[config.mk]
export PLATFORM = sky130hd
export DESIGN_NAME = uart_irq_status
export DESIGN_NICKNAME = d
export VERILOG_FILES = /design/src/rtl/uart_irq_pkg.sv /design/src/rtl/uart_irq_xdet.sv /design/src/rtl/uart_irq_msync.sv /design/src/rtl/uart_irq_status.sv
export SDC_FILE = /design/constraint.sdc
export NUM_CORES = 1
export LEC_CHECK = 0
export ABC_AREA = 1
export BUFFER_PORTS_ARGS = -buffer_cell sky130_fd_sc_hd__buf_2
export CAP_MARGIN = 20
export CELL_PAD_IN_SITES_DETAIL_PLACEMENT = 1
export CELL_PAD_IN_SITES_GLOBAL_PLACEMENT = 1
export CORE_MARGIN = 10
export CORE_UTILIZATION = 28
export DETAILED_ROUTE_END_ITERATION = 6
export PLACE_DENSITY_LB_ADDON = 0.1
export SKIP_CTS_REPAIR_TIMING = 1
export SYNTH_ARGS = -nofsm -noshare
export SYNTH_HDL_FRONTEND = slang
export SYNTH_SLANG_ARGS = --single-unit
[constraint.sdc]
create_clock -name clk -period 1.43 [get_ports clk]
set_input_delay 0.143 -clock clk [delete_from_list [all_inputs] [get_ports clk]]
set_output_delay 0.143 -clock clk [all_outputs]
set_load 0.02 [all_outputs]
[src/rtl/uart_irq_pkg.sv]
// Shared constants: width of the raw status word and the fixed flag positions.
package uart_irq_pkg;
    localparam int ST_W    = 6;
    localparam int TX_BIT  = 5;
    localparam int RX_BIT  = 4;
    localparam int DSR_BIT = 3;
    localparam int DCD_BIT = 2;
endpackage

[src/rtl/uart_irq_xdet.sv]
// Threshold crossing detector for one FIFO level.
// "Above" means level > trig when INCL=0, or level >= trig when INCL=1.
// up_x pulses on the first cycle the level is above; dn_x pulses on the first cycle it is not.
// Assumes level and trig are synchronous to clk. After reset the previous state counts as not above.
module uart_irq_xdet #(
    parameter int LVL_W = 5,
    parameter bit INCL  = 1'b0
) (
    input  logic             clk,
    input  logic             rst_n,
    input  logic [LVL_W-1:0] level,
    input  logic [LVL_W-1:0] trig,
    output logic             up_x,
    output logic             dn_x
);
    logic above;
    logic above_q;

    // Pick the comparison that matches the flag's direction.
    generate
        if (INCL) begin : g_ge
            assign above = (level >= trig);
        end else begin : g_gt
            assign above = (level > trig);
        end
    endgenerate

    // Remember the previous cycle's comparison result.
    always_ff @(posedge clk) begin
        if (!rst_n) above_q <= 1'b0;
        else        above_q <= above;
    end

    assign up_x = above & ~above_q;
    assign dn_x = ~above & above_q;
endmodule

[src/rtl/uart_irq_msync.sv]
// Two-flop synchronizer for an asynchronous modem line, followed by a change detector.
// chg pulses for one cycle whenever the synchronized value differs from its previous value.
// Assumes the line resets low.
module uart_irq_msync (
    input  logic clk,
    input  logic rst_n,
    input  logic async_in,
    output logic chg
);
    logic meta_q, sync_q, prev_q;

    // Synchronizer chain plus one delay stage for edge detection.
    always_ff @(posedge clk) begin
        if (!rst_n) begin
            meta_q <= 1'b0;
            sync_q <= 1'b0;
            prev_q <= 1'b0;
        end else begin
            meta_q <= async_in;
            sync_q <= meta_q;
            prev_q <= sync_q;
        end
    end

    assign chg = sync_q ^ prev_q;
endmodule

[src/rtl/uart_irq_status.sv]
// Raw interrupt status for a UART: sticky flags for transmit, receive, DSR and DCD.
// A flag sets on its event and clears through write-one-to-clear or FIFO auto-clear; set beats clear.
// The interrupt line is the registered OR of flags gated by a stored mask.
// Assumes all strobes are single-cycle and synchronous to clk, except dsr_in/dcd_in, which are asynchronous.
module uart_irq_status
    import uart_irq_pkg::*;
#(
    parameter int LVL_W     = 5,
    parameter bit HAS_MODEM = 1'b1
) (
    input  logic             clk,
    input  logic             rst_n,
    input  logic             fifo_en,
    input  logic             eot_mode,
    input  logic [LVL_W-1:0] tx_level,
    input  logic [LVL_W-1:0] tx_trig,
    input  logic [LVL_W-1:0] rx_level,
    input  logic [LVL_W-1:0] rx_trig,
    input  logic             tx_wr,
    input  logic             rx_rd,
    input  logic             ser_idle,
    input  logic             dsr_in,
    input  logic             dcd_in,
    input  logic             clr_wr,
    input  logic             mask_wr,
    input  logic [ST_W-1:0]  wdata,
    output logic [ST_W-1:0]  raw_status,
    output logic             irq
);
    localparam logic [LVL_W-1:0] RX_SINGLE = LVL_W'(1);

    logic [LVL_W-1:0] tx_t, rx_t;
    logic tx_up, tx_dn, rx_up, rx_dn;
    logic done_now, done_q, done_rise;
    logic tx_set, tx_clr, rx_set, rx_clr;
    logic [ST_W-1:0] set_v, clr_v, raw_q, mask_q;
    logic irq_q;
    logic [ST_W-1:0] w1c;

    // Effective triggers: single-byte holding mode uses fixed thresholds.
    assign tx_t = fifo_en ? tx_trig : '0;
    assign rx_t = fifo_en ? rx_trig : RX_SINGLE;

    uart_irq_xdet #(.LVL_W(LVL_W), .INCL(1'b0)) u_tx_det (
        .clk(clk), .rst_n(rst_n), .level(tx_level), .trig(tx_t),
        .up_x(tx_up), .dn_x(tx_dn)
    );

    uart_irq_xdet #(.LVL_W(LVL_W), .INCL(1'b1)) u_rx_det (
        .clk(clk), .rst_n(rst_n), .level(rx_level), .trig(rx_t),
        .up_x(rx_up), .dn_x(rx_dn)
    );

    // End-of-transmission: FIFO empty and serializer drained; the state after reset counts as seen.
    assign done_now = ser_idle && (tx_level == '0);
    always_ff @(posedge clk) begin
        if (!rst_n) done_q <= 1'b1;
        else        done_q <= done_now;
    end
    assign done_rise = done_now & ~done_q;

    assign w1c    = clr_wr ? wdata : '0;
    assign tx_set = eot_mode ? done_rise : tx_dn;
    assign tx_clr = w1c[TX_BIT] | (fifo_en ? tx_up : tx_wr);
    assign rx_set = rx_up;
    assign rx_clr = w1c[RX_BIT] | (fifo_en ? rx_dn : rx_rd);

    // Modem flags exist only when the parameter asks for them.
    generate
        if (HAS_MODEM) begin : g_modem
            logic dsr_chg, dcd_chg;
            uart_irq_msync u_dsr (.clk(clk), .rst_n(rst_n), .async_in(dsr_in), .chg(dsr_chg));
            uart_irq_msync u_dcd (.clk(clk), .rst_n(rst_n), .async_in(dcd_in), .chg(dcd_chg));
            assign set_v[DSR_BIT] = dsr_chg;
            assign set_v[DCD_BIT] = dcd_chg;
            assign clr_v[DSR_BIT] = w1c[DSR_BIT];
            assign clr_v[DCD_BIT] = w1c[DCD_BIT];

            // a modem flag only drops through its own clear bit
            a_r7_modem_sticky: assert property (@(posedge clk) disable iff (!rst_n)
                (raw_q[DSR_BIT] && !w1c[DSR_BIT]) |=> raw_q[DSR_BIT]);
        end else begin : g_no_modem
            assign set_v[DSR_BIT] = 1'b0;
            assign set_v[DCD_BIT] = 1'b0;
            assign clr_v[DSR_BIT] = 1'b0;
            assign clr_v[DCD_BIT] = 1'b0;

            // absent modem flags read as zero
            a_r8_modem_absent: assert property (@(posedge clk) disable iff (!rst_n)
                raw_q[DSR_BIT:DCD_BIT] == 2'b00);
        end
    endgenerate

    assign set_v[TX_BIT] = tx_set;
    assign set_v[RX_BIT] = rx_set;
    assign clr_v[TX_BIT] = tx_clr;
    assign clr_v[RX_BIT] = rx_clr;
    assign set_v[1:0]    = 2'b00;
    assign clr_v[1:0]    = 2'b00;

    // Sticky flag update: a set in the same cycle as a clear keeps the flag.
    always_ff @(posedge clk) begin
        if (!rst_n) raw_q <= '0;
        else        raw_q <= set_v | (raw_q & ~clr_v);
    end

    // Mask register load.
    always_ff @(posedge clk) begin
        if (!rst_n)       mask_q <= '0;
        else if (mask_wr) mask_q <= wdata;
    end

    // Registered masked interrupt.
    always_ff @(posedge clk) begin
        if (!rst_n) irq_q <= 1'b0;
        else        irq_q <= |(raw_q & mask_q);
    end

    assign raw_status = raw_q;
    assign irq        = irq_q;

    // unused positions never carry a flag
    a_r1_low_bits_zero: assert property (@(posedge clk) disable iff (!rst_n)
        raw_q[1:0] == 2'b00);

    // a transmit set event is never lost to a simultaneous clear
    a_r9_tx_set_wins: assert property (@(posedge clk) disable iff (!rst_n)
        tx_set |=> raw_q[TX_BIT]);

    // same for receive
    a_r9_rx_set_wins: assert property (@(posedge clk) disable iff (!rst_n)
        rx_set |=> raw_q[RX_BIT]);

    // in end-of-transmission mode only the drain event raises the transmit flag
    a_r3_eot_only: assert property (@(posedge clk) disable iff (!rst_n)
        (eot_mode && !done_rise && !raw_q[TX_BIT]) |=> !raw_q[TX_BIT]);

    // interrupt follows the masked flags one cycle later
    a_r10_irq_high: assert property (@(posedge clk) disable iff (!rst_n)
        (|(raw_q & mask_q)) |=> irq);
    a_r10_irq_low: assert property (@(posedge clk) disable iff (!rst_n)
        !(|(raw_q & mask_q)) |=> !irq);
endmodule

Word-level counts from Yosys, hierarchy flattened --
Cells that the tools add are included.
Storage, ports and cells: register bits 22, bits of input ports 37, output and inout port bits 7, word-level logic and storage cells 41
Operators by class: magnitude comparators 2, multiplexer cells 6, bitwise gates (word level) 18, reduce and logical (&&, ||, !) cells 3
Operator list (count):
- AND 6 bit | 2
- two-way mux 5 bit | 2
- two-way mux 6 bit | 1
- inverter 6 bit | 1
- bitwise OR 6 bit | 1
- OR reduction 6 bit | 1
- AND 1 bit | 5
- >= comparator 5 bit | 1
- > comparator 5 bit | 1
- zero test 5 bit | 1
- inverter 1 bit | 5
- two-way mux 1 bit | 3
- bitwise OR 1 bit | 2
- XOR 1 bit | 2
- logical AND 1 bit | 1

Depth between registers and ports, before layout --
Gate-level depths: netlist (run 1).
depth in word-level cells 9, gate-level depth with buffers 12, depth with buffers taken out 11

By module --
From an unflattened synthesis (run 1), not the netlist that was laid out.
Second synthesis, totals: cells, all modules 175, area, all modules 1104.8 um^2
Modules (own cells, without submodules):
- uart_irq_status | times used 1, cells each 83, area each 524.3 um^2, sequential area each 200.2 um^2
- uart_irq_msync | times used 2, cells each 14, area each 101.3 um^2, sequential area each 60.1 um^2
- uart_irq_xdet at u_rx_det | times used 1, cells each 34, area each 191.4 um^2, sequential area each 20.0 um^2
- uart_irq_xdet at u_tx_det | times used 1, cells each 30, area each 186.4 um^2, sequential area each 20.0 um^2

Least setup slack after synthesis (run 1) --
Ideal clock, no wire load.
kind input -> register, from input fifo_en, to register raw_q[5] (netlist: raw_status[5]), setup time 0.119 ns, arrival time 1.316 ns, required time 1.311 ns, slack -0.005 ns, stages on the path 12, path buffers 1, path through clkbuf_1 -> nand2_1 -> ha_1 -> nand2_2 -> nor2_4 -> nand2_2 -> nand3_2 -> nand2_2 -> nand2_1 -> nand2_1 -> nor2_1 -> nor2_1
Between the ends: cells in the longest elaborated chain, start to end 8, elaborated cells between the ends (all ways) 11, those cells by class order compare: 1; mux: 3; bitwise: 7
Ends and longest elaborated chain:
- from (decl) | line uart_irq_status.sv:13 | input logic fifo_en,
- two-way mux 5 bit | line uart_irq_status.sv:41 | assign tx_t = fifo_en ? tx_trig : '0;
- > comparator 5 bit | line uart_irq_xdet.sv:24 | assign above = (level > trig);
- AND 1 bit | line uart_irq_xdet.sv:34 | assign up_x = above & ~above_q;
- two-way mux 1 bit | line uart_irq_status.sv:64 | assign tx_clr = w1c[TX_BIT] | (fifo_en ? tx_up : tx_wr);
- bitwise OR 1 bit | line uart_irq_status.sv:64
- inverter 6 bit | line uart_irq_status.sv:104 | else raw_q <= set_v | (raw_q & ~clr_v);
- AND 6 bit | line uart_irq_status.sv:104
- bitwise OR 6 bit (*) | line uart_irq_status.sv:104
- to (signal assigned) | line uart_irq_status.sv:104
- to (decl) | line uart_irq_status.sv:36 | logic [ST_W-1:0] set_v, clr_v, raw_q, mask_q;
Every way passes the cells marked *; elsewhere a longest branch is shown, timed or not. A chain may end at the register's enable or synchronous reset.

Worst setup path in the final report (run 1) --
from input fifo_en, to register raw_q[4] (netlist: raw_status[4])
Between the ends: cells in the longest elaborated chain, start to end 9, elaborated cells between the ends (all ways) 10, those cells by class order compare: 1; mux: 2; bitwise: 7
Ends and longest elaborated chain:
- two-way mux 5 bit | line uart_irq_status.sv:42 | assign rx_t = fifo_en ? rx_trig : RX_SINGLE;
- >= comparator 5 bit | line uart_irq_xdet.sv:22 | assign above = (level >= trig);
- inverter 1 bit | line uart_irq_xdet.sv:35 | assign dn_x = ~above & above_q;
- AND 1 bit | line uart_irq_xdet.sv:35
- two-way mux 1 bit | line uart_irq_status.sv:66 | assign rx_clr = w1c[RX_BIT] | (fifo_en ? rx_dn : rx_rd);
- bitwise OR 1 bit | line uart_irq_status.sv:66
- inverter 6 bit | line uart_irq_status.sv:104
- AND 6 bit | line uart_irq_status.sv:104
- bitwise OR 6 bit (*) | line uart_irq_status.sv:104
Marked as above.

==> results of run 1 <==
==> power breakdown <==
part           internal, mW  leakage, nW  switching, mW
Clock                 0.155       0.0210          0.156
Sequential            0.534        0.149         0.0168
Combinational         0.104        0.563          0.132
==> cell families (layout without fill, tap and decap cells) <==
kind of cell | after synthesis | count (layout) | synth area share [%]
xor gates and xnor gates | 2 | 2 | 1.78
AOI/OAI and AO/OA | 13 | 13 | 7.24
DFF | 18 | 18 | 36.6
and+or+nand+nor | 69 | 69 | 29.7
buffers and inverters | 28 | 70 | 11.6
other | 1 | 2 | 0.381
adders and majority gates | 10 | 10 | 12.7
==> state kept, by name, indices dropped and copies added, names as in the netlist <==
| register | cells |
|---|---|
| g_modem.u_dcd.meta_q | 1 |
| u_rx_det.above_q | 1 |
| g_modem.u_dsr.meta_q | 1 |
| raw_status | 4 |
| done_q | 1 |
| g_modem.u_dsr.prev_q | 1 |
| g_modem.u_dcd.sync_q | 1 |
| u_tx_det.above_q | 1 |
| mask_q | 4 |
| g_modem.u_dsr.sync_q | 1 |
| g_modem.u_dcd.prev_q | 1 |
| irq | 1 |
==> synth_stat cells, types with 2 or more instances <==
| master | instances |
|---|---|
| sky130_fd_sc_hd__a21oi_1 | 6 |
| sky130_fd_sc_hd__buf_4 | 2 |
| sky130_fd_sc_hd__dfxtp_1 | 18 |
| sky130_fd_sc_hd__ha_1 | 10 |
| sky130_fd_sc_hd__inv_1 | 23 |
| sky130_fd_sc_hd__nand2_1 | 43 |
| sky130_fd_sc_hd__nand2_2 | 3 |
| sky130_fd_sc_hd__nand3_1 | 2 |
| sky130_fd_sc_hd__nand4_1 | 3 |
| sky130_fd_sc_hd__nor2_1 | 15 |
| sky130_fd_sc_hd__o21ai_0 | 5 |
| sky130_fd_sc_hd__xnor2_1 | 2 |
==> worst max-delay path: cells and delay by family <==
family                     cells  cell delay, ps
AOI/OAI and AO/OA              2             200
adders and majority gates      1             290
buffers and inverters          3             370
and+or+nand+nor                4             340
==> metal layers <==
layer  global-route usage [%]  part of all wire [%]
met1                     9.20                    42
met3                     3.27                   5.6
met4                     1.61                  0.46
met2                     16.4                    52
met5                        0                     0
==> final cells by class <==
cell class                      instances  share of cell area [%]
Clock buffer                            4                    2.84
Inverter                               24                    7.06
Multi-Input combinational cell         96                    40.3
Sequential cell                        18                    28.2
Tap cell                               46                    4.51
Timing Repair Buffer                   42                    17.1
==> how the worst min path moves through the flow <==
stage | startpoint | endpoint
4_1_cts | dcd_in | g_modem.u_dcd.meta_q$_SDFF_PN0_
2_1_floorplan | mask_wr | mask_q[3]$_SDFFE_PN0P_
6_report | dcd_in | g_modem.u_dcd.meta_q$_SDFF_PN0_
5_1_grt | dsr_in | g_modem.u_dsr.meta_q$_SDFF_PN0_
3_5_place_dp | dcd_in | g_modem.u_dcd.meta_q$_SDFF_PN0_
3_3_place_gp | dsr_in | g_modem.u_dsr.meta_q$_SDFF_PN0_
==> out/qor.log, run 1 <==
INFO  yosys          yosysSeqAreaShare=36.6%
INFO  route          detailedRoute.firstIterationViolations=26
INFO  floorplanning  die_width=79.3µm
INFO  worst_setup_path r2r_depth=3
INFO  clock_tree     ctsHtreeMaxLevel=1
INFO  place          dp.cells=226
INFO  floorplanning  die_h=79.3µm
INFO  worst_setup_path worstPathMaxFanout=9
INFO  clock_tree     numCtsBuffers=3
INFO  global_routing wire_length_of_the_first_global_routing_pass=4620µm
INFO  layout         areaGrowthSynthToFinish=29.6%
INFO  sta            setup_viol=0
INFO  yosys          synth_flop_cell=sky130_fd_sc_hd__dfxtp_1
INFO  route          wl_final=2630µm
INFO  clock_tree     path_clk_slew=100ps
INFO  yosys          synth_largest_type_area_fraction=36.6%
INFO  floorplanning  rows=21
INFO  run            maxCapViolations=0
INFO  floorplanning  initial_utilization=29.3%
INFO  yosys          post_synth_instance_area=985µm²
INFO  floorplanning  floorplan.die_area=6290µm²
INFO  worst_setup_path kind_of_capture_point_of_the_worst_setup_path=flip-flop
INFO  worst_setup_path cpMaxStageDelayCell=sky130_fd_sc_hd__ha_1
INFO  layout         finish.instance_area=1280µm²
INFO  yosys          synth.lib_cells_used.distinct=21
INFO  worst_setup_path required_time_reported_for_the_critical_path_endpoint=1610ps
INFO  place          port_buffers=39
INFO  worst_setup_path path_class=input pin to flip-flop
INFO  route          drt-pass1-iter-count=4
INFO  clock_tree     clock_tree_from_tritoncts=built
INFO  global_routing grt_pass1_vias=1,125
INFO  layout         final-seq-area=360µm²
INFO  sta            clock_skew=2.39ps
INFO  sta            timing.final.max_slew_violations=0
INFO  layout         layout.cells.most_common_list=sky130_fd_sc_hd__nand2_1, sky130_fd_sc_hd__buf_2, sky130_fd_sc_hd__inv_1
INFO  worst_setup_path crit_path_cell_trace=buf_2 -> buf_4 -> nand2_1 -> ha_1 -> nand2_1 -> inv_1 -> o21ai_0 -> nand4_1 -> nand2_1 -> a21oi_1
INFO  clock_tree     clkSinkCount=18
INFO  power_and_ir_drop power.total=1.10mW
INFO  place          placement.setup.worst_slack=-95.0ps
INFO  route          drc=0
INFO  yosys          synth_async_sr_flop_share=0%
INFO  worst_setup_path cp-endpoint=raw_status[4]$_SDFF_PN0_
INFO  power_and_ir_drop p_leak=0.733nW
INFO  power_and_ir_drop power_density_over_the_cells=860nW/µm²
INFO  floorplanning  coreArea=3360µm²
INFO  layout         antenna_cells_inserted=0
INFO  route          vias=990
INFO  hold_path      min_path_type=input pin to flip-flop
INFO  yosys          ys.warnings.count=0
INFO  place          dp_hpwl=2290µm
INFO  layout         fin_cells=230
INFO  yosys          cell_type_contributing_the_most_total_cell_area_after_synthesis=sky130_fd_sc_hd__dfxtp_1
INFO  route          final_antenna_net_count=0
INFO  layout         multiInputGateArea=514µm²
INFO  yosys          netlist_top_cells_area=sky130_fd_sc_hd__dfxtp_1, sky130_fd_sc_hd__nand2_1, sky130_fd_sc_hd__ha_1, sky130_fd_sc_hd__inv_1, sky130_fd_sc_hd__nor2_1
INFO  global_routing globalRouteOverflowTotal=0
INFO  floorplanning  design.portCount=44
INFO  sta            period_needed=1180ps
INFO  hold_path      min_path_cells=3
INFO  layout         nFillCells=474
INFO  sta            fin_tns_setup=0ps
INFO  worst_setup_path most_frequent_cell_on_the_critical_path=sky130_fd_sc_hd__nand2_1
INFO  layout         layout.nets=232
INFO  yosys          netlist_instances=141
INFO  yosys          synth_seq_cells=18
INFO  sta            hold_ws=27.6ps
INFO  worst_setup_path cp_slowest_stage_delay=290ps
INFO  layout         final_core_util=37.9%
INFO  global_routing grt_max_degree=13
INFO  clock_tree     clk_root_buffer_cell=sky130_fd_sc_hd__clkbuf_4
INFO  worst_setup_path arrival=1360ps
INFO  global_routing antenna_found_initial=0
INFO  place          post_dp_cell_area=1240µm²
INFO  yosys          synth_enable_flop_cells=0
INFO  layout         layout-drive-gt1-share=28.8%
INFO  sta            post-route-period-util=82.2%
INFO  worst_setup_path reg2reg_setup_slack=590ps
INFO  route          drt-wirelength-per-cell=11.4µm
INFO  power_and_ir_drop ir_worst_vdd=0.000515V
INFO  sta            hold_violation_total_from_the_final_report=0
INFO  yosys          postSynthAreaPerCell=6.98µm²
INFO  place          routabilityCongestion=0.733
INFO  worst_setup_path setup.worst_path.start_class=input pin
INFO  layout         layout.cells.most_common=sky130_fd_sc_hd__nand2_1
INFO  worst_setup_path crit-reg2reg-launch=raw_status[4]$_SDFF_PN0_
INFO  clock_tree     clock_tree.buffer_depth=2
INFO  route          detail_route.vias_per_cell=4.30
INFO  clock_tree     clk_lat_worst_skew=290ps
INFO  sta            grt_setup_unrepaired=false
INFO  worst_setup_path reg2reg_to=raw_status[4]$_SDFF_PN0_
INFO  sta            timing.fmax=851MHz
INFO  global_routing globalRouteTotalUtil=8.79%
INFO  status         status=completed
INFO  worst_setup_path crit_start=fifo_en
INFO  sta            post-route-worst-setup-slack=255ps
No activity file was read; power rests on OpenSTA's default activity.
==> run 2: changes to the inputs <==
CORE_UTILIZATION = 31   (was 28)
clock period = 1.1 ns   (was 1.43 ns; I/O delays follow)
==> run 2 against run 1 <==
  * The flow now finishes with violations (negative hold slack)
  * Global-route usage rose by 0.81 points
  * Sequential share of layout area fell by 2.3 points
  * Combinational power rose by 50%
  * First-iteration DRC count fell by 12%
  * Core utilization rose by 7.5 points
  * Hold slack got worse by 33 ps
  * Flip-flop and latch count did not move
==> out/qor.log, run 2 (synthesis gave the netlist of run 1 again) <==
INFO  worst_setup_path setup.worst_path.start_class=input pin
INFO  power_and_ir_drop seq_power_share=48.1%
INFO  power_and_ir_drop power_switching_share=28.7%
INFO  global_routing globalRouteTotalUtil=9.60%
INFO  layout         fin_cells=230
INFO  layout         areaGrowthSynthToFinish=41.0%
INFO  layout         layout.cells.most_common_list=sky130_fd_sc_hd__nand2_1, sky130_fd_sc_hd__buf_2, sky130_fd_sc_hd__inv_1
INFO  route          detail_route.vias_per_cell=4.31
INFO  floorplanning  design.portCount=44
INFO  floorplanning  floorplan.die_area=5830µm²
INFO  floorplanning  rows=20
INFO  worst_setup_path cp-endpoint=raw_status[4]$_SDFF_PN0_
INFO  hold_path      min_path_cells=3
INFO  worst_setup_path r2r_depth=6
INFO  global_routing grt_pass1_vias=1,087
INFO  worst_setup_path arrival=1230ps
INFO  worst_setup_path crit_path_cell_trace=buf_8 -> inv_2 -> or2_4 -> ha_4 -> inv_1 -> nand2_1 -> nand4_1 -> nand4_1 -> nand2_1 -> a21oi_1
INFO  floorplanning  die_h=76.4µm
INFO  run            maxCapViolations=0
INFO  clock_tree     clock_tree_from_tritoncts=built
INFO  worst_setup_path path_class=input pin to flip-flop
INFO  route          route.met2.wl=1430µm
INFO  worst_setup_path reg2reg_setup_slack=210ps
INFO  place          dp_hpwl=2380µm
INFO  route          detailedRoute.firstIterationViolations=23
INFO  worst_setup_path reg2reg_to=raw_status[5]$_SDFF_PN0_
INFO  worst_setup_path crit-reg2reg-launch=raw_status[5]$_SDFF_PN0_
INFO  global_routing grt_max_degree=13
INFO  route          drt-wirelength-per-cell=11.8µm
INFO  route          drc=0
INFO  clock_tree     clkSinkCount=18
INFO  floorplanning  initial_utilization=32.3%
INFO  sta            hold_violation_total_from_the_final_report=1
INFO  power_and_ir_drop ir_worst_vdd=0.000607V
INFO  power_and_ir_drop power_density_over_the_cells=1070nW/µm²
INFO  clock_tree     path_clk_slew=110ps
INFO  layout         layout.nets=234
INFO  worst_setup_path crit_start=fifo_en
INFO  route          wl_final=2720µm
INFO  global_routing antenna_found_initial=0
INFO  layout         layout-drive-gt1-share=34.4%
INFO  power_and_ir_drop power.share.clock=28.0%
INFO  sta            clock_skew=15.3ps
INFO  place          dp.cells=225
INFO  power_and_ir_drop intPower=1.06mW
INFO  worst_setup_path cpMaxStageDelayCell=sky130_fd_sc_hd__ha_4
INFO  route          maxUsedRoutingLayer=met4
INFO  status         status=finished with violations
INFO  sta            setup_viol=0
INFO  place          routabilityCongestion=0.732
INFO  sta            grt_setup_unrepaired=false
INFO  clock_tree     numCtsBuffers=3
INFO  worst_setup_path cpLargestDelayFamily=simple AND/OR/NAND/NOR gates
INFO  route          vias=991
INFO  floorplanning  coreArea=3050µm²
INFO  floorplanning  die_width=76.4µm
INFO  place          port_buffers=39
INFO  sta            timing.final.max_slew_violations=0
INFO  layout         antenna_cells_inserted=0
INFO  worst_setup_path cp_slowest_stage_delay=250ps
INFO  worst_setup_path required_time_reported_for_the_critical_path_endpoint=1350ps
INFO  sta            timing.fmax=1020MHz
INFO  route          final_antenna_net_count=0
INFO  sta            post-route-period-util=89.1%
INFO  hold_path      min_path_type=input pin to flip-flop
INFO  clock_tree     clk_lat_worst_skew=310ps
INFO  worst_setup_path logic_depth_of_the_worst_path_buffers_included=10
INFO  worst_setup_path kind_of_capture_point_of_the_worst_setup_path=flip-flop
INFO  sta            period_needed=980ps
INFO  global_routing wire_length_of_the_first_global_routing_pass=4660µm
INFO  clock_tree     clk_root_buffer_cell=sky130_fd_sc_hd__clkbuf_4
INFO  clock_tree     clock_tree.buffer_depth=2
INFO  worst_setup_path worstPathMaxFanout=10
INFO  route          wl_met3=161µm
INFO  sta            hold_ws=-5.24ps
INFO  clock_tree     ctsHtreeMaxLevel=1
INFO  status         violations=negative hold slack
INFO  worst_setup_path worstPathBufferInverterCount=3
INFO  power_and_ir_drop p_comb_share=23.9%
INFO  route          wirelength_met1=1110µm
INFO  power_and_ir_drop p_leak=0.760nW
INFO  global_routing globalRouteOverflowTotal=0
INFO  power_and_ir_drop power.net_switching=0.426mW
INFO  route          drt-pass1-iter-count=2
run 2: cell types whose count changed in the layout (fill, tap and decap cells not counted), sizes merged:
| cell | delta |
|---|---|
| buf | +1 |
| dlygate4sd3 | +1 |
run 2: worst reg2reg max path: stages, from the launching register on:
cell and delay, ps:
sky130_fd_sc_hd__dfxtp_1 380, sky130_fd_sc_hd__nand2_1 60, sky130_fd_sc_hd__a21oi_1 170, sky130_fd_sc_hd__nand2_1 70, sky130_fd_sc_hd__inv_1 50, sky130_fd_sc_hd__nor2_1 40
sky130_fd_sc_hd__nor2_1 70
run 2: layer usage:
layer,vias to the layer above,GRT usage (%)
met2,25,17.4
met3,4,3.77
met4,0,2.79
li1,516,-
met1,446,9.90
met5,-,0
run 2: worst min-delay path by stage:
stage	startpoint	end	slack, ps
final	dcd_in	g_modem.u_dcd.meta_q$_SDFF_PN0_	-5
after global routing	dcd_in	g_modem.u_dcd.meta_q$_SDFF_PN0_	6
after CTS	dsr_in	g_modem.u_dsr.meta_q$_SDFF_PN0_	-20
after detailed placement	dsr_in	g_modem.u_dsr.meta_q$_SDFF_PN0_	300
after global placement	dsr_in	g_modem.u_dsr.meta_q$_SDFF_PN0_	290
after floorplan	mask_wr	mask_q[3]$_SDFFE_PN0P_	200
run 2: stage by stage:
| step | power, mW | setup slack, ps | utilization, % | area (µm²) | setup TNS (ps) |
|---|---|---|---|---|---|
| 2_1_floorplan | 0.948 | -95.6 | - | 1100 | -95.6 |
| 3_5_place_dp | 1.08 | -390 | 43.6 | 1330 | -1240 |
| 4_1_cts | 1.50 | -49.9 | 44.8 | 1370 | -91.7 |
| 5_1_grt | 1.59 | 13.5 | 45.5 | 1390 | 0 |
| 6_report | 1.49 | 120 | 45.5 | 1390 | 0 |
| 3_3_place_gp | 1.06 | -336 | 43.6 | 1330 | -1000 |
run 2: layout make-up:
| class | count | area, µm² |
|---|---|---|
| well taps | 44 | 55.1 |
| clock buffers | 4 | 36.3 |
| flip-flops and latches | 18 | 360 |
| fillers | 415 | 1660 |
| inverters | 24 | 90.1 |
| multi-input cells | 96 | 602 |
| repair buffers | 44 | 245 |
run 2: power by group through the flow:
stage,Clock [mW],Combinational [mW],Sequential [mW]
global route,0.464,0.410,0.721
finish,0.417,0.355,0.714
floorplan,0,0.206,0.742
detailed placement,0,0.355,0.730
CTS,0.433,0.357,0.715
global placement,0,0.336,0.728
==> run 3: changes to the inputs <==
HOLD_SLACK_MARGIN = 0.02   (was not set)
==> run 3 against run 2 <==
  * The run now ends clean
  * Critical path depth fell by 9
  * Largest power group unchanged
  * Core utilization rose by 0.33 points
  * Clock-buffer cell count did not move
  * Sequential power barely moved
  * Design area rose by 0.72%
  * Global-route usage did not move
  * Highest routed layer unchanged
==> out/qor.log, run 3 (synthesis gave the netlist of run 1 again) <==
INFO  status         status=completed
INFO  layout         layout.nets=235
INFO  power_and_ir_drop ir_worst_vdd=0.000606V
INFO  worst_setup_path worstPathBufferInverterCount=1
INFO  global_routing wire_length_of_the_first_global_routing_pass=4660µm
INFO  hold_path      min_path_cells=2
INFO  global_routing grt_pass1_vias=1,087
INFO  run            maxCapViolations=0
INFO  global_routing met3_track_usage_gr=3.77%
INFO  route          vias=996
INFO  sta            fin_tns_setup=0ps
INFO  layout         layout.cells.most_common_list=sky130_fd_sc_hd__nand2_1, sky130_fd_sc_hd__buf_2, sky130_fd_sc_hd__inv_1
INFO  place          port_buffers=39
INFO  route          drc=0
INFO  global_routing gr-usage-met1=9.90%
INFO  floorplanning  design.portCount=44
INFO  sta            grt_setup_unrepaired=false
INFO  floorplanning  die_h=76.4µm
INFO  worst_setup_path r2r_depth=6
INFO  global_routing grt.busiest_layer=met2
INFO  route          drt-pass1-iter-count=2
INFO  worst_setup_path setup.worst_path.start_class=flip-flop
INFO  global_routing grt_max_degree=13
INFO  route          wl_final=2730µm
INFO  global_routing grt_use_met2=17.4%
INFO  worst_setup_path required_time_reported_for_the_critical_path_endpoint=990ps
INFO  hold_path      worst_hold_endpoint=mask_q[3]$_SDFFE_PN0P_
INFO  floorplanning  rows=20
INFO  floorplanning  initial_utilization=32.3%
INFO  sta            setup_viol=0
INFO  clock_tree     clkSinkCount=18
INFO  place          routabilityCongestion=0.732
INFO  clock_tree     clock_tree.buffer_depth=2
INFO  layout         antenna_cells_inserted=0
INFO  worst_setup_path kind_of_capture_point_of_the_worst_setup_path=output pin
INFO  sta            hold_violation_total_from_the_final_report=0
INFO  sta            post-route-period-util=88.8%
INFO  layout         finish.instance_area=1400µm²
INFO  sta            timing.fmax=1020MHz
INFO  clock_tree     numCtsBuffers=3
INFO  worst_setup_path path_class=flip-flop to output pin
INFO  worst_setup_path crit-reg2reg-launch=raw_status[5]$_SDFF_PN0_
INFO  layout         areaGrowthSynthToFinish=42.1%
INFO  layout         final-seq-area=360µm²
INFO  power_and_ir_drop power_density_over_the_cells=1060nW/µm²
INFO  sta            hold_ws=34.7ps
INFO  hold_path      min_path_type=input pin to flip-flop
INFO  clock_tree     ctsHtreeMaxLevel=1
INFO  sta            timing.final.max_slew_violations=0
INFO  worst_setup_path crit_path_cell_trace=buf_2
INFO  clock_tree     clk_lat_worst_skew=310ps
INFO  worst_setup_path reg2reg_setup_slack=210ps
INFO  place          dp_hpwl=2380µm
INFO  layout         multiInputGateArea=602µm²
INFO  floorplanning  floorplan.die_area=5830µm²
INFO  worst_setup_path worstPathMaxFanout=3
INFO  sta            period_needed=977ps
INFO  place          post_dp_cell_area=1330µm²
INFO  floorplanning  coreArea=3050µm²
INFO  worst_setup_path cp_slowest_stage_delay=380ps
INFO  route          detail_route.vias_per_cell=4.31
INFO  worst_setup_path cpMaxStageDelayCell=sky130_fd_sc_hd__dfxtp_1
INFO  global_routing globalRouteTotalUtil=9.60%
INFO  floorplanning  die_width=76.4µm
INFO  layout         nFillCells=414
INFO  clock_tree     path_clk_slew=110ps
INFO  layout         layout-drive-gt1-share=34.2%
INFO  route          detailedRoute.firstIterationViolations=26
INFO  power_and_ir_drop p_leak=0.765nW
INFO  worst_setup_path cpLargestDelayFamily=flip-flops
INFO  hold_path      timing.hold.worst.start=mask_wr
INFO  clock_tree     clk_root_buffer_cell=sky130_fd_sc_hd__clkbuf_4
INFO  sta            clock_skew=15.4ps
INFO  route          drt-wirelength-per-cell=11.8µm
INFO  worst_setup_path reg2reg_to=raw_status[5]$_SDFF_PN0_
INFO  route          final_antenna_net_count=0
INFO  worst_setup_path arrival=870ps
INFO  global_routing antenna_found_initial=0
INFO  clock_tree     clock_tree_from_tritoncts=built
INFO  global_routing globalRouteOverflowTotal=0
==> run 3: cell types whose count changed in the layout (fill, tap and decap cells not counted) <==
| cell | change |
|---|---|
| sky130_fd_sc_hd__dlygate4sd3_1 | +1 |
==> run 3: power breakdown <==
part | switching, mW | internal (mW)
Combinational | 0.191 | 0.166
Clock | 0.214 | 0.202
Sequential | 0.0207 | 0.694
==> run 3: cell type report <==
class,count,share of cell area (%)
timing repair buffer,45,18.2
clock buffer,4,2.59
inverter,24,6.44
multi-input combinational,96,43.0
tap,44,3.94
sequential,18,25.8
==> run 3: worst max path at each step <==
stage,from,to,cells past startpoint
global route,fifo_en,raw_status[5]$_SDFF_PN0_,12
CTS,fifo_en,raw_status[5]$_SDFF_PN0_,12
global placement,fifo_en,raw_status[4]$_SDFF_PN0_,10
detailed placement,fifo_en,raw_status[5]$_SDFF_PN0_,12
floorplan,fifo_en,raw_status[5]$_SDFF_PN0_,12
finish,raw_status[5]$_SDFF_PN0_,raw_status[5],1
==> run 3: per-stage QoR <==
stage	worst slack, ps	util [%]	power [mW]	instances
final	123	45.8	1.49	231
after global routing	13.5	45.8	1.60	231
after CTS	-49.9	44.8	1.50	229
after detailed placement	-390	43.6	1.08	225
after global placement	-336	43.6	1.06	225
after floorplan	-95.6	-	0.948	142
==> run 3: per-layer routing <==
metal | routed length, µm | part of all wire, %
met4 | 21 | 0.77
met3 | 160 | 5.9
met5 | 0 | 0
met1 | 1110 | 41
met2 | 1430 | 52
